$ cat src/rtl/dbj_pkg.sv
package dbj_pkg;
  typedef enum logic [1:0] {
    OP_IDLE = 2'd0,
    OP_PUSH = 2'd1,
    OP_POP  = 2'd2
  } stk_op_e;
endpackage

$ cat src/rtl/dbj_step.sv
// Forward and backward neighbours of a pointer on a cyclic shift sequence
module dbj_step #(
  parameter int                        PTR_W = 3,
  parameter logic [(1<<PTR_W)-1:0]     SEQ   = 8'b00010111
) (
  input  logic [PTR_W-1:0] ptr_i,
  output logic [PTR_W-1:0] fwd_o,
  output logic [PTR_W-1:0] bwd_o
);
  localparam int DEPTH = 1 << PTR_W;

  // bit k of the cyclic string, first character first
  function automatic logic seq_at(int k);
    logic [DEPTH-1:0] s;
    s = SEQ;
    return s[DEPTH-1-(k % DEPTH)];
  endfunction

  function automatic logic [PTR_W-1:0] win(int i);
    logic [PTR_W-1:0] w;
    for (int j = 0; j < PTR_W; j++) w[PTR_W-1-j] = seq_at(i + j);
    return w;
  endfunction

  logic [DEPTH-1:0] fwd_hit, bwd_hit;

  for (genvar g = 0; g < DEPTH; g++) begin : g_win
    localparam logic [PTR_W-1:0] WIN_G = win(g);
    localparam logic             FB_G  = seq_at(g + PTR_W);
    localparam logic             BB_G  = seq_at(g + DEPTH - 1);
    assign fwd_hit[g] = (ptr_i == WIN_G) & FB_G;
    assign bwd_hit[g] = (ptr_i == WIN_G) & BB_G;
  end

  assign fwd_o = {ptr_i[PTR_W-2:0], |fwd_hit};
  assign bwd_o = {|bwd_hit, ptr_i[PTR_W-1:1]};
endmodule

$ cat src/rtl/dbj_ptr_reg.sv
module dbj_ptr_reg
  import dbj_pkg::*;
#(
  parameter int PTR_W = 3
) (
  input  logic             clk_i,
  input  logic             rst_ni,
  input  stk_op_e          op_i,
  input  logic [PTR_W-1:0] fwd_i,
  input  logic [PTR_W-1:0] bwd_i,
  output logic [PTR_W-1:0] ptr_o
);
  logic [PTR_W-1:0] ptr_d, ptr_q;

  always_comb begin
    unique case (op_i)
      OP_PUSH: ptr_d = fwd_i;
      OP_POP:  ptr_d = bwd_i;
      default: ptr_d = ptr_q;
    endcase
  end

  always_ff @(posedge clk_i or negedge rst_ni) begin
    if (!rst_ni) ptr_q <= '0;
    else         ptr_q <= ptr_d;
  end

  assign ptr_o = ptr_q;
endmodule

$ cat src/rtl/dbj_entry_file.sv
module dbj_entry_file #(
  parameter int ADDR_W = 14,
  parameter int PTR_W  = 3
) (
  input  logic              clk_i,
  input  logic              rst_ni,
  input  logic              we_i,
  input  logic [PTR_W-1:0]  waddr_i,
  input  logic [ADDR_W-1:0] wdata_i,
  input  logic [PTR_W-1:0]  raddr_i,
  output logic [ADDR_W-1:0] rdata_o
);
  localparam int DEPTH = 1 << PTR_W;

  logic [ADDR_W-1:0] rd_arr [DEPTH];

  for (genvar g = 0; g < DEPTH; g++) begin : g_ent
    logic [ADDR_W-1:0] ent_q;
    always_ff @(posedge clk_i or negedge rst_ni) begin
      if (!rst_ni)                                       ent_q <= '0;
      else if (we_i && (waddr_i == PTR_W'(g)))           ent_q <= wdata_i;
    end
    assign rd_arr[g] = ent_q;
  end

  assign rdata_o = rd_arr[raddr_i];
endmodule

$ cat src/rtl/dbj_ret_stack.sv
module dbj_ret_stack
  import dbj_pkg::*;
#(
  parameter int                    ADDR_W = 14,
  parameter int                    PTR_W  = 3,
  parameter logic [(1<<PTR_W)-1:0] SEQ    = 8'b00010111
) (
  input  logic              clk_i,
  input  logic              rst_ni,
  input  logic              push_i,
  input  logic              pop_i,
  input  logic [ADDR_W-1:0] data_i,
  output logic [ADDR_W-1:0] top_o,
  output logic [PTR_W-1:0]  ptr_o
);
  stk_op_e          op;
  logic [PTR_W-1:0] ptr_q, ptr_fwd, ptr_bwd;

  // push wins over pop
  always_comb begin
    if (push_i)     op = OP_PUSH;
    else if (pop_i) op = OP_POP;
    else            op = OP_IDLE;
  end

  dbj_step #(.PTR_W(PTR_W), .SEQ(SEQ)) u_step (
    .ptr_i (ptr_q),
    .fwd_o (ptr_fwd),
    .bwd_o (ptr_bwd)
  );

  dbj_ptr_reg #(.PTR_W(PTR_W)) u_ptr (
    .clk_i  (clk_i),
    .rst_ni (rst_ni),
    .op_i   (op),
    .fwd_i  (ptr_fwd),
    .bwd_i  (ptr_bwd),
    .ptr_o  (ptr_q)
  );

  // push writes at the advanced pointer
  dbj_entry_file #(.ADDR_W(ADDR_W), .PTR_W(PTR_W)) u_ents (
    .clk_i   (clk_i),
    .rst_ni  (rst_ni),
    .we_i    (op == OP_PUSH),
    .waddr_i (ptr_fwd),
    .wdata_i (data_i),
    .raddr_i (ptr_q),
    .rdata_o (top_o)
  );

  assign ptr_o = ptr_q;
endmodule

$ cat config.mk
export PLATFORM = sky130hd
export DESIGN_NAME = dbj_ret_stack
export DESIGN_NICKNAME = d
export VERILOG_FILES = /design/src/rtl/dbj_pkg.sv /design/src/rtl/dbj_step.sv /design/src/rtl/dbj_ptr_reg.sv /design/src/rtl/dbj_entry_file.sv /design/src/rtl/dbj_ret_stack.sv
export SDC_FILE = /design/constraint.sdc
export NUM_CORES = 1
export LEC_CHECK = 0
export ABC_CLOCK_PERIOD_IN_PS = 5330
export CAP_MARGIN = 0
export CORE_ASPECT_RATIO = 0.75
export CORE_MARGIN = 4
export CORE_UTILIZATION = 65
export CTS_BUF_LIST = sky130_fd_sc_hd__clkbuf_4 sky130_fd_sc_hd__clkbuf_8
export DETAILED_ROUTE_END_ITERATION = 10
export DONT_BUFFER_PORTS = 1
export PLACE_DENSITY = 0.81
export REMOVE_ABC_BUFFERS = 1
export SYNTH_ARGS = -nofsm -noshare
export SYNTH_HDL_FRONTEND = slang
export SYNTH_SLANG_ARGS = --single-unit
$ cat constraint.sdc
create_clock -name clk_i -period 5.33 [get_ports clk_i]
set_input_delay 1.066 -clock clk_i [delete_from_list [all_inputs] [get_ports clk_i]]
set_output_delay 1.066 -clock clk_i [all_outputs]
set_load 0.005 [all_outputs]
==> impl_results.md <==
- Rows: 28
- Ys Warns: 0
- Reg2reg start: u_ptr.ptr_o[1]
- Setup Viol. Count Final: 0
- Post-synthesis cell count: 325
- DIE HEIGHT: 86.09 um
- Overall Global Routing Usage: 0.2380
- Critical path origin: u_ptr.ptr_o[0]
- Status: finished clean
- Final period utilization: 0.6729
- Nets@finish: 348
- Post-DP Area: 5323 um^2
- Vias/cell: 6.279
- First-pass GRT wire length: 16.88 mm
- Final Total Pwr: 3.847 mW
- Die Span X: 112.1 um
- Unrepaired setup endpoints after global routing: no
- Leakage dissipation: 2.451 nW
- Multi-input logic area: 2245 um^2
- WHS: 320.8 ps
- ANT nets after route: 0
- Post-synth top area share: 0.5445
- Primary FF master, synth: dfrtp_1
- Arr. time, crit path: 2520 ps
- Startpoint Class: flip-flop
- Synth top cells by count: mux2_2, dfrtp_1, mux4_2, buf_2, buf_4
- Crit path cell chain: buf_4, mux4_2, mux2_2
- Antenna cell count: 0
- Tmin final: 3587 ps
- Area leader, netlist: dfrtp_1
- Mapped cell area: 5285 um^2
- Vias: 2813
- Initial antenna violation count: 0
- Final Hold Viols: 0
- Drt drc: 0
- Filler Cell Count: 486
- Initial Util: 0.6675
- Min-Delay Path Class: in -> async
- Fraction of registers with async set/reset: 1.000
- Hold Buf Count CTS: 0
- Syn Area/Cell: 16.26 um^2
- Placed wire-length estimate: 6.029 mm
- H-tree lvl count: 4
- Ports: 35
- Crit Path Category: reg -> out
- Tightest Pin Transition: 1122 ps
- Per-cell routed wire length: 22.95 um
- PwrDens: 665.4 nW/um^2
- Worst Slack Setup Final: 1743 ps
- Total Routed Length: 10.28 mm
- Setup crit end kind: output port
- Maximum clock rate: 0.2788 GHz
- TritonCTS clock tree: built
- Max-slew headroom: 0.2477
- Layout area overhead: 9.399%
- Max-slew violations: 0
- Clock Path Buffers: 2
- Share of post-route cells with drive strength above 1: 0.5743
- Max Cap Violations: 0
- Total core area: 7918 um^2
- Crit-path max cell delay: 720 ps
- Pin count of the biggest net entering global routing: 116
- CTS root buf: clkbuf_8
- Setup WS pre-CTS: 2163 ps
- Setup bufs post-CTS: 0
- Worst Clk Skew: 9.721 ps
- Drt first pass iters: 4
- EDFF count, synth: 0
- Cts repair resizes: 0
- Design area: 5782 um^2
- Clock buffer count from CTS: 17
- Maximum fanout along the worst path: 28
- Grt ovf: 0
- Seq cells post-synth: 115
- I/O Buffers: 0
- TritonCTS Sinks: 115
- Max VDD drop: 318.0 uV
- Post-synthesis cell type count: 26
- CP required: 4260 ps
- Ranking of synthesized cells by area: dfrtp_1, mux2_2, mux4_2
- Vias in the first global route: 3053
- Initial DRC Count: 176
- Post-synthesis sequential area ratio: 0.5445
- Most frequent cell after synthesis: mux2_2
- CP max-delay cell: dfrtp_2
- Die Area: 9652 um^2
- Clk slew on worst S/H paths: 70 ps
- Routability Congestion: 0.7542
- Clock Latency Late Sink: 440 ps
- Register Area: 2879 um^2
- Fin Setup TNS: 0 ps
## per-layer routing
metal / vias to the layer above / share of wire / global-route usage
met1: 1482 / 0.45 / 0.3206
li1: 1227 / - / -
met2: 74 / 0.46 / 0.3532
met3: 30 / 0.054 / 0.07475
met4: 0 / 0.032 / 0.1234
met5: - / 0 / 0
## sequential cells by signal, summed over array words and instances, names as in the netlist
register and count:
u_ents.g_ent.ent_q 112, u_ptr.ptr_o 3
## per-stage QoR
step	utilization	cells
2_1_floorplan	-	303
3_3_place_gp	0.6723	416
3_5_place_dp	0.6723	416
4_1_cts	0.7302	448
5_1_grt	0.7302	448
6_report	0.7302	448
## cells in the final DEF, fill, tap and decap left out
cell          n
o221a_2       1
o211ai_1      1
mux2_2      125
nor2_1        3
o22ai_1       1
a31oi_1       1
dfrtp_2       1
a22oi_1       1
nor3_2        1
nand4b_1      1
mux4_2       26
nand2_1       4
clkinv_2      5
nand4_1       1
and4b_1       1
clkbuf_4      2
bufinv_16     5
nand3_1       1
clkinvlp_4    1
inv_1         2
and3b_1       2
mux2i_1       5
dfrtp_1     114
clkbuf_8     19
nor3b_2       2
nand2b_2      1
o21ai_0       4
buf_4         8
nor2b_1       4
## worst max-delay path: cells and delay by family, from the launching register on
family | cells | cell delay (ps)
buffers and inverters | 1 | 480
flip-flops | 1 | 720
multiplexers | 2 | 870
## report_power, final
part / internal, mW / switching [mW] / total (mW)
Sequential: 1.31 / 0.262 / 1.58
Clock: 0.587 / 0.342 / 0.929
Combinational: 0.853 / 0.488 / 1.34
Total: 2.76 / 1.09 / 3.85
## kinds of logic (layout without fill, tap and decap cells)
group / after synthesis / after routing / synth area share
buf+inv: 24 / 42 / 0.03078
flops: 115 / 115 / 0.5445
simple gates: 21 / 21 / 0.02699
compound gates: 9 / 9 / 0.01113
mux: 156 / 156 / 0.3866
## path summary, 6_finish.rpt
kind | end | slack (ps) | cells past startpoint
setup / recovery | top_o[5] | 1740 | 3
hold / removal | u_ents.g_ent[4].ent_q[2] | 320 | 0
setup reg to reg | u_ents.g_ent[4].ent_q[4] | 2560 | 3
hold reg to reg | u_ents.g_ent[6].ent_q[8] | 500 | 1
max in group asynchronous | u_ents.g_ent[3].ent_q[5] | 4840 | 0
min in group clk_i | u_ents.g_ent[6].ent_q[8] | 500 | 1
## area by class of cell
class / count / share of cell area
sequential: 115 / 0.4979
tap: 105 / 0.02272
timing repair buffer: 8 / 0.01039
multi-input combinational: 186 / 0.3882
clock buffer: 21 / 0.04783
clock inverter: 11 / 0.03159
inverter: 2 / 0.001298
No activity file was read; power rests on OpenSTA's default activity.
